==> src/rtl/mbsq_pkg.sv <==
package mbsq_pkg;
  typedef enum logic [1:0] {
    SLOT_FREE  = 2'd0,
    SLOT_WAIT  = 2'd1,
    SLOT_DONE  = 2'd2,
    SLOT_UNSOL = 2'd3
  } slot_st_e;

  localparam logic [7:0] CH_IDLE = 8'h00;
  localparam logic [7:0] CH_NEW  = 8'h01;
  localparam logic [7:0] CH_RCVD = 8'h02;
  localparam logic [7:0] CH_DONE = 8'h03;

  localparam logic [1:0] RC_OK   = 2'd0;
  localparam logic [1:0] RC_ARG  = 2'd1;
  localparam logic [1:0] RC_FULL = 2'd2;

  typedef enum logic [3:0] {
    E_IDLE, E_CHK, E_CHK2, E_SEND, E_MARK, E_BELL,
    E_SRD, E_SCHK, E_CLR, E_RPLY, E_CPL, E_NXT
  } eng_e;
endpackage

==> src/rtl/mbsq_pool.sv <==
module mbsq_pool
  import mbsq_pkg::*;
#(
  parameter int SLOTS = 8,
  parameter int SW    = $clog2(SLOTS)
) (
  input  logic          clk,
  input  logic          rst_n,
  input  logic          alloc,
  output logic          avail,
  output logic [SW-1:0] alloc_idx,
  input  logic          mark_done,
  input  logic [SW-1:0] done_idx,
  input  logic          release_i,
  input  logic [SW-1:0] rel_idx
);
  slot_st_e st [SLOTS];

  // lowest numbered unused slot wins
  always_comb begin
    avail     = 1'b0;
    alloc_idx = '0;
    for (int i = SLOTS - 1; i >= 0; i--) begin
      if (st[i] == SLOT_FREE) begin
        avail     = 1'b1;
        alloc_idx = SW'(i);
      end
    end
  end

  for (genvar g = 0; g < SLOTS; g++) begin : g_slot
    always_ff @(posedge clk) begin
      if (!rst_n)                                    st[g] <= SLOT_FREE;
      else if (alloc && alloc_idx == SW'(g))         st[g] <= SLOT_WAIT;
      else if (mark_done && done_idx == SW'(g))      st[g] <= SLOT_DONE;
      else if (release_i && rel_idx == SW'(g))       st[g] <= SLOT_FREE;
    end
  end


  alloc_has_room_chk: assert property (@(posedge clk) disable iff (!rst_n)
    alloc |-> avail);

  release_of_done_chk: assert property (@(posedge clk) disable iff (!rst_n)
    release_i |-> st[rel_idx] == SLOT_DONE);

  done_of_waiting_chk: assert property (@(posedge clk) disable iff (!rst_n)
    mark_done |-> st[done_idx] == SLOT_WAIT);
endmodule

==> src/rtl/mbsq_queues.sv <==
module mbsq_queues #(
  parameter int CH    = 7,
  parameter int SLOTS = 8,
  parameter int CW    = 3,
  parameter int SW    = 3
) (
  input  logic          clk,
  input  logic          rst_n,
  input  logic          push,
  input  logic [CW-1:0] push_ch,
  input  logic [SW-1:0] push_slot,
  input  logic          pop,
  input  logic [CW-1:0] sel_ch,
  output logic          sel_valid,
  output logic [SW-1:0] sel_head
);
  logic          qv [CH];
  logic [SW-1:0] hd [CH];
  logic [SW-1:0] tl [CH];
  logic [SW-1:0] nx [SLOTS];
  logic          nv [SLOTS];

  assign sel_valid = qv[sel_ch];
  assign sel_head  = hd[sel_ch];

  for (genvar c = 0; c < CH; c++) begin : g_ch
    always_ff @(posedge clk) begin
      if (!rst_n) begin
        qv[c] <= 1'b0;
        hd[c] <= '0;
        tl[c] <= '0;
      end else if (push && push_ch == CW'(c)) begin
        if (!qv[c]) begin
          hd[c] <= push_slot;
          qv[c] <= 1'b1;
        end
        tl[c] <= push_slot;
      end else if (pop && sel_ch == CW'(c)) begin
        if (nv[hd[c]]) hd[c] <= nx[hd[c]];
        else           qv[c] <= 1'b0;
      end
    end
  end

  for (genvar s = 0; s < SLOTS; s++) begin : g_link
    always_ff @(posedge clk) begin
      if (!rst_n) begin
        nx[s] <= '0;
        nv[s] <= 1'b0;
      end else if (push && qv[push_ch] && tl[push_ch] == SW'(s)) begin
        nx[s] <= push_slot;
        nv[s] <= 1'b1;
      end else if (push && push_slot == SW'(s)) begin
        nv[s] <= 1'b0;
      end
    end
  end


  pop_nonempty_chk: assert property (@(posedge clk) disable iff (!rst_n)
    pop |-> sel_valid);

  push_pop_apart_chk: assert property (@(posedge clk) disable iff (!rst_n)
    !(push && pop));
endmodule

==> src/rtl/mbox_send_seq.sv <==
module mbox_send_seq
  import mbsq_pkg::*;
#(
  parameter int             CH         = 7,
  parameter int             SLOTS      = 8,
  parameter int             MSG_BYTES  = 32,
  parameter int             AW         = 12,
  parameter logic [AW-1:0]  MSG_BASE   = 12'h100,
  parameter logic [AW-1:0]  STATE_BASE = 12'h1F0
) (
  input  logic                   clk,
  input  logic                   rst_n,
  input  logic                   present,
  input  logic                   req_valid,
  output logic                   req_ready,
  input  logic [2:0]             req_chan,
  input  logic [5:0]             req_len,
  input  logic [MSG_BYTES*8-1:0] req_data,
  output logic                   resp_valid,
  output logic [1:0]             resp_code,
  input  logic                   scan_req,
  output logic                   mem_re,
  output logic                   mem_we,
  output logic [AW-1:0]          mem_addr,
  output logic [7:0]             mem_wdata,
  input  logic [7:0]             mem_rdata,
  output logic                   doorbell,
  output logic                   cpl_valid,
  input  logic                   cpl_ready,
  output logic [2:0]             cpl_chan,
  output logic [MSG_BYTES*8-1:0] cpl_data
);
  localparam int CW = 3;
  localparam int SW = $clog2(SLOTS);
  localparam int DW = MSG_BYTES * 8;
  localparam int BW = $clog2(MSG_BYTES);

  eng_e          st;
  logic [CW-1:0] cur_ch;
  logic          scanning, scan_pend;
  logic [BW:0]   cnt;
  logic [DW-1:0] msg_mem [SLOTS];
  logic [DW-1:0] rbuf;
  logic [DW-1:0] masked;

  logic          acc, bad, ok, avail, q_valid, go_fin, cpl_take;
  logic [SW-1:0] alloc_idx, q_head;
  logic [AW-1:0] buf_addr, st_addr;

  assign req_ready = (st == E_IDLE) && !scan_pend;
  assign acc       = req_valid && req_ready;
  assign bad       = (int'(req_chan) >= CH) || !present || (int'(req_len) > MSG_BYTES);
  assign ok        = acc && !bad && avail;
  assign cpl_take  = (st == E_CPL) && cpl_ready;

  always_comb begin
    for (int i = 0; i < MSG_BYTES; i++)
      masked[i*8 +: 8] = (i < int'(req_len)) ? req_data[i*8 +: 8] : 8'h00;
  end

  mbsq_pool #(.SLOTS(SLOTS), .SW(SW)) pool_i (
    .clk(clk), .rst_n(rst_n),
    .alloc(ok), .avail(avail), .alloc_idx(alloc_idx),
    .mark_done((st == E_CLR) && q_valid), .done_idx(q_head),
    .release_i(cpl_take), .rel_idx(q_head)
  );

  mbsq_queues #(.CH(CH), .SLOTS(SLOTS), .CW(CW), .SW(SW)) queues_i (
    .clk(clk), .rst_n(rst_n),
    .push(ok), .push_ch(req_chan), .push_slot(alloc_idx),
    .pop(cpl_take), .sel_ch(cur_ch),
    .sel_valid(q_valid), .sel_head(q_head)
  );

  assign buf_addr = MSG_BASE + AW'(cur_ch) * AW'(MSG_BYTES) + AW'(cnt[BW-1:0]);
  assign st_addr  = STATE_BASE + AW'(cur_ch);

  always_comb begin
    mem_re    = 1'b0;
    mem_we    = 1'b0;
    mem_addr  = '0;
    mem_wdata = '0;
    unique case (st)
      E_CHK, E_SRD: begin mem_re = 1'b1; mem_addr = st_addr; end
      E_SEND: begin
        mem_we    = 1'b1;
        mem_addr  = buf_addr;
        mem_wdata = msg_mem[q_head][int'(cnt[BW-1:0])*8 +: 8];
      end
      E_MARK: begin mem_we = 1'b1; mem_addr = st_addr; mem_wdata = CH_NEW; end
      E_CLR:  begin mem_we = 1'b1; mem_addr = st_addr; mem_wdata = CH_IDLE; end
      E_RPLY: begin mem_re = (int'(cnt) < MSG_BYTES); mem_addr = buf_addr; end
      default: ;
    endcase
  end

  assign doorbell  = (st == E_BELL);
  assign cpl_valid = (st == E_CPL);
  assign cpl_chan  = cur_ch;
  assign cpl_data  = rbuf;

  // channel finished: move to next channel of a scan, or go idle
  assign go_fin = (st == E_CHK2 && !(mem_rdata == CH_IDLE && q_valid)) ||
                  (st == E_BELL) ||
                  (st == E_SCHK && mem_rdata != CH_DONE) ||
                  (st == E_CLR  && !q_valid) ||
                  (st == E_NXT  && !q_valid);

  always_ff @(posedge clk) begin
    if (!rst_n) begin
      st         <= E_IDLE;
      cur_ch     <= '0;
      scanning   <= 1'b0;
      scan_pend  <= 1'b0;
      cnt        <= '0;
      rbuf       <= '0;
      resp_valid <= 1'b0;
      resp_code  <= RC_OK;
    end else begin
      resp_valid <= acc;
      resp_code  <= bad ? RC_ARG : (!avail ? RC_FULL : RC_OK);
      if (scan_req) scan_pend <= 1'b1;
      else if (st == E_IDLE) scan_pend <= 1'b0;
      if (ok) msg_mem[alloc_idx] <= masked;

      if (go_fin) begin
        if (scanning && cur_ch != CW'(CH - 1)) begin
          cur_ch <= cur_ch + 1'b1;
          st     <= E_SRD;
        end else begin
          scanning <= 1'b0;
          st       <= E_IDLE;
        end
      end else begin
        unique case (st)
          E_IDLE: begin
            if (scan_pend) begin
              scanning <= 1'b1;
              cur_ch   <= '0;
              st       <= E_SRD;
            end else if (ok) begin
              scanning <= 1'b0;
              cur_ch   <= req_chan;
              st       <= E_CHK;
            end
          end
          E_CHK:  st <= E_CHK2;
          E_CHK2, E_CLR, E_NXT: begin
            cnt <= '0;
            st  <= (st == E_CLR) ? E_RPLY : E_SEND;
          end
          E_SEND: begin
            cnt <= cnt + 1'b1;
            if (int'(cnt) == MSG_BYTES - 1) st <= E_MARK;
          end
          E_MARK: st <= E_BELL;
          E_SRD:  st <= E_SCHK;
          E_SCHK: st <= E_CLR;
          E_RPLY: begin
            if (cnt != '0) rbuf[(int'(cnt) - 1)*8 +: 8] <= mem_rdata;
            cnt <= cnt + 1'b1;
            if (int'(cnt) == MSG_BYTES) st <= E_CPL;
          end
          E_CPL:  if (cpl_ready) st <= E_NXT;
          default: st <= E_IDLE;
        endcase
      end
    end
  end


  rw_exclusive_chk: assert property (@(posedge clk) disable iff (!rst_n)
    !(mem_we && mem_re));

  bell_after_new_chk: assert property (@(posedge clk) disable iff (!rst_n)
    $rose(doorbell) |-> $past(mem_we) && $past(mem_wdata) == CH_NEW);

  cpl_hold_chk: assert property (@(posedge clk) disable iff (!rst_n)
    cpl_valid && !cpl_ready |=> cpl_valid && $stable(cpl_data) && $stable(cpl_chan));

  reject_quiet_chk: assert property (@(posedge clk) disable iff (!rst_n)
    resp_valid && resp_code != RC_OK |-> !mem_we && !doorbell);
endmodule

==> config.mk <==
export PLATFORM = sky130hd
export DESIGN_NAME = mbox_send_seq
export DESIGN_NICKNAME = d
export VERILOG_FILES = /design/src/rtl/mbsq_pkg.sv /design/src/rtl/mbsq_pool.sv /design/src/rtl/mbsq_queues.sv /design/src/rtl/mbox_send_seq.sv
export SDC_FILE = /design/constraint.sdc
export NUM_CORES = 2
export LEC_CHECK = 0
export ABC_AREA = 1
export BUFFER_PORTS_ARGS = -buffer_cell sky130_fd_sc_hd__buf_2
export CORE_MARGIN = 3
export CORE_UTILIZATION = 35
export DETAILED_ROUTE_END_ITERATION = 16
export PLACE_DENSITY_LB_ADDON = 0.08
export SYNTH_ARGS = -nofsm -noshare
export SYNTH_HDL_FRONTEND = slang
export SYNTH_SLANG_ARGS = --single-unit
==> constraint.sdc <==
create_clock -name clk -period 27.5 [get_ports clk]
set_clock_uncertainty 0.2 [all_clocks]
set_input_delay 2.75 -clock clk [delete_from_list [all_inputs] [get_ports clk]]
set_output_delay 2.75 -clock clk [all_outputs]
set_load 0.005 [all_outputs]
==> impl_metrics.toml <==
[timing]
slew_viol_final = 0
rsz0062_at_grt = "false"
worst_pin_slew_ns = 1.261
finalCritPeriodShare = 0.4183
max_freq_mhz = 86.93
hold_ws_ns = 0.2413
period_needed_ns = 11.50
tns_ns = 0
hold_viol_final = 0
setup_viol = 0
max-slew-margin-rel = 0.1591

[clock_tree]
numCtsBuffers = 282
clk_pin_slew_ns = 0.06
postCtsSetupBuffers = 0
insertion_delay_ns = 0.87
holdBufCountCts = 0
cts_resized = 0
cts_sinks = 2422
cts_root_buffer = "clkbuf_16"
tritoncts = "done"
clockBufferDepth = 4
ctsHtreeMaxLevel = 5

[final_layout]
drive_above_1_share = 0.1076
seqCellArea_um2 = 69950
fin_util = 0.4054
fillCellCount = 28548
area_growth_pct = 15.03
mostFrequentLayoutCells = "2,316 x nor2_1, 2,143 x edfxtp_1, 1,289 x o21ai_0"
multi_input_area_um2 = 27580
finalNonFillerCells = 14509
final_common_cell = "nor2_1"
finalNetCount = 10696

[logic_synthesis]
syn_inst = 9984
synth-seq-cells = 2422
ys_seq_area_frac = 0.6800
ys_warn_count = 0
avgSynthCellArea_um2 = 10.30
netlist_area_um2 = 102900
synth_cell_types = 49

[global_routing]
grt_usage = 0.2380
antenna_found_initial = 35
grt_overflow = 0
grt_max_degree = 165
grt_first_pass_wirelength_mm = 527.7
grt_pass1_vias = 72098

[detailed_routing]
via_per_inst = 5.217
first_iter_violations = 7342
dr.pass1.iters = 6
drc_errors = 0
totalWireLength_mm = 369.3
dr_total_vias = 75688
ant_nets = 0
avgRoutedWirePerCell_um = 25.45

[floorplan]
coreArea_um2 = 291800
num_rows = 198
dieHeight_um = 548.1
die-area_um2 = 300400
initial_utilization = 0.3524
io_pins = 566
die_w_um = 548.1

[placement]
hpwl_mm = 215.6
place_inst = 14012
io_buffers = 562
routabilityCongestion = 0.8655

[power_and_ir_drop]
pwr-share-seq = 0.376
p_comb_frac = 0.295
p_sw_frac = 0.3660
power_mw = 10.82
switchingPower_mw = 3.960
peakVddDrop_uv = 96.97
p_clk_frac = 0.329
static-leakage-power_nw = 43.94
p_int_mw = 6.861
powerDensity_nw_per_um2 = 91.46

[setup_path]
crit_top_cell = "nand3_1"
rr_startpoint = "cnt[0]"
cp_slowest_stage_delay_ns = 0.83
cp_num_buf_inv = 7
cp_cell_sequence = "inv_1 -> nand2_1 -> nand3_1 -> nand2_1 -> nand2_1 -> nand2_8 -> buf_12 -> buf_4 -> buf_4 -> buf_4 -> buf_4 -> nor2_1 -> o21ai_0 -> nand3_1 -> nand3_1 -> nand3_1 -> nand3_1 -> nand2_1 -> nand2_1 -> nand3_1 -> nor2_1 -> buf_2"
cp.arrival_ns = 8.55
r2r_end = "cpl_data[154]"
critPathKind = "reg -> out"
start_kind = "flip-flop"
r2r_slack_ns = 21.09
cp_max_fo = 134
slowest_stage = "buf_4"
r2r_cells = 19
cp-end-kind = "output pin"
path_delay_family = "buffers and inverters"
required_ns = 24.55

[hold_path]
hold_start = "cpl_data[245]"
worstHoldEndpoint = "cpl_data[245]"
hold_depth = 2
hold_class = "reg -> reg"

[outcome]
status = "finished clean"

[flow_run]
max_cap_violations = 0
==> worst max path at each step <==
stage	slack, ns	end	start	cells after the start
after floorplan	8.82	msg_mem[6][0]	req_len[1]	9
final	16.00	mem_wdata[5]	flip-flop	22
after global routing	15.31	mem_wdata[1]	flip-flop	22
after global placement	17.02	mem_wdata[5]	flip-flop	22
after detailed placement	16.96	mem_wdata[1]	flip-flop	22
after CTS	15.98	mem_wdata[1]	flip-flop	22
==> power groups by stage <==
| stage | logic, mW | registers [mW] | clock network, mW |
|---|---|---|---|
| 2_1_floorplan | 2.07 | 4.14 | 0 |
| 3_3_place_gp | 3.21 | 4.15 | 0 |
| 6_report | 3.19 | 4.07 | 3.56 |
| 4_1_cts | 3.23 | 4.07 | 3.64 |
| 5_1_grt | 3.56 | 4.07 | 3.78 |
| 3_5_place_dp | 3.21 | 4.15 | 0 |
==> cells in the mapped netlist (all sizes together) <==
library cell	instances	share of area
nor2	2339	0.086
edfxtp	2143	0.63
o21ai	1315	0.064
nand3	1028	0.050
nand2	904	0.033
inv	842	0.031
clkbuf	342	0.012
a21oi	297	0.014
dfxtp	279	0.054
buf	232	0.011
a211oi	47	0.0034
nor3	37	0.0020
nand4	34	0.0021
ha	20	0.0024
a31oi	19	0.0012
nor4	17	0.0014
clkinv	13	0.00047
and3	10	0.00061
o22ai	10	0.00061
a311oi	9	0.00077
nand3b	9	0.00066
a221oi	4	0.00034
a22oi	4	0.00029
nor3b	4	0.00029
o31ai	4	0.00029
or2	4	0.00024
o211ai	3	0.00022
o221ai	3	0.00026
xor2	3	0.00040
o2111ai	2	0.00017
a31o	1	0.000085
a32o	1	0.000097
and2	1	0.000061
conb	1	0.000036
o22a	1	0.000085
o41ai	1	0.000085
or4	1	0.000073
==> flip-flops by register name, indices dropped and copies added, names as in the netlist, named ones only <==
register     flops
cnt              6
queues_i.nv      8
queues_i.qv      7
queues_i.nx     24
cpl_chan         3
queues_i.tl     21
st               4
scanning         1
resp_code        2
queues_i.hd     21
msg_mem       2048
scan_pend        1
resp_valid       1
pool_i.st       16
cpl_data       256
==> routing by layer <==
layer | vias up | global-route usage | wire (µm)
met4 | 2 | 0.06476 | 10100
met2 | 2574 | 0.3911 | 174000
li1 | 34969 | - | -
met3 | 509 | 0.02857 | 21220
met1 | 37634 | 0.3330 | 164000
met5 | - | 0 | 13
==> tightest hold or removal path, cell delays in order, from the launching register on <==
cell and delay, ns:
dfxtp_1 0.30, inv_1 0.05, a21oi_1 0.05
==> layout make-up <==
| cell class | instances | area share |
|---|---|---|
| flip-flops and latches | 2422 | 0.5912 |
| multi-input cells | 6135 | 0.2331 |
| inverters | 855 | 0.02738 |
| repair buffers | 701 | 0.03413 |
| clock buffers | 366 | 0.06386 |
| diodes | 12 | 0.0002538 |
| well taps | 3900 | 0.04124 |
| clock inverters | 118 | 0.008799 |
==> kinds of logic after synthesis <==
group                      share of synthesized area
AOI/OAI and AO/OA                            0.08632
xor gates and xnor gates                   0.0004014
adders and majority gates                   0.002433
buffers and inverters                        0.05435
DFF                                           0.6800
other                                     0.00003646
and+or+nand+nor                               0.1765
==> per-stage QoR <==
stage / area (µm²) / setup WS [ns]
finish: 118300 / 16.00
detailed placement: 109700 / 16.96
CTS: 118300 / 15.98
floorplan: 102900 / 8.819
global placement: 109700 / 17.02
global route: 118300 / 15.31
Note: power is estimated with default switching activity, not from simulation.
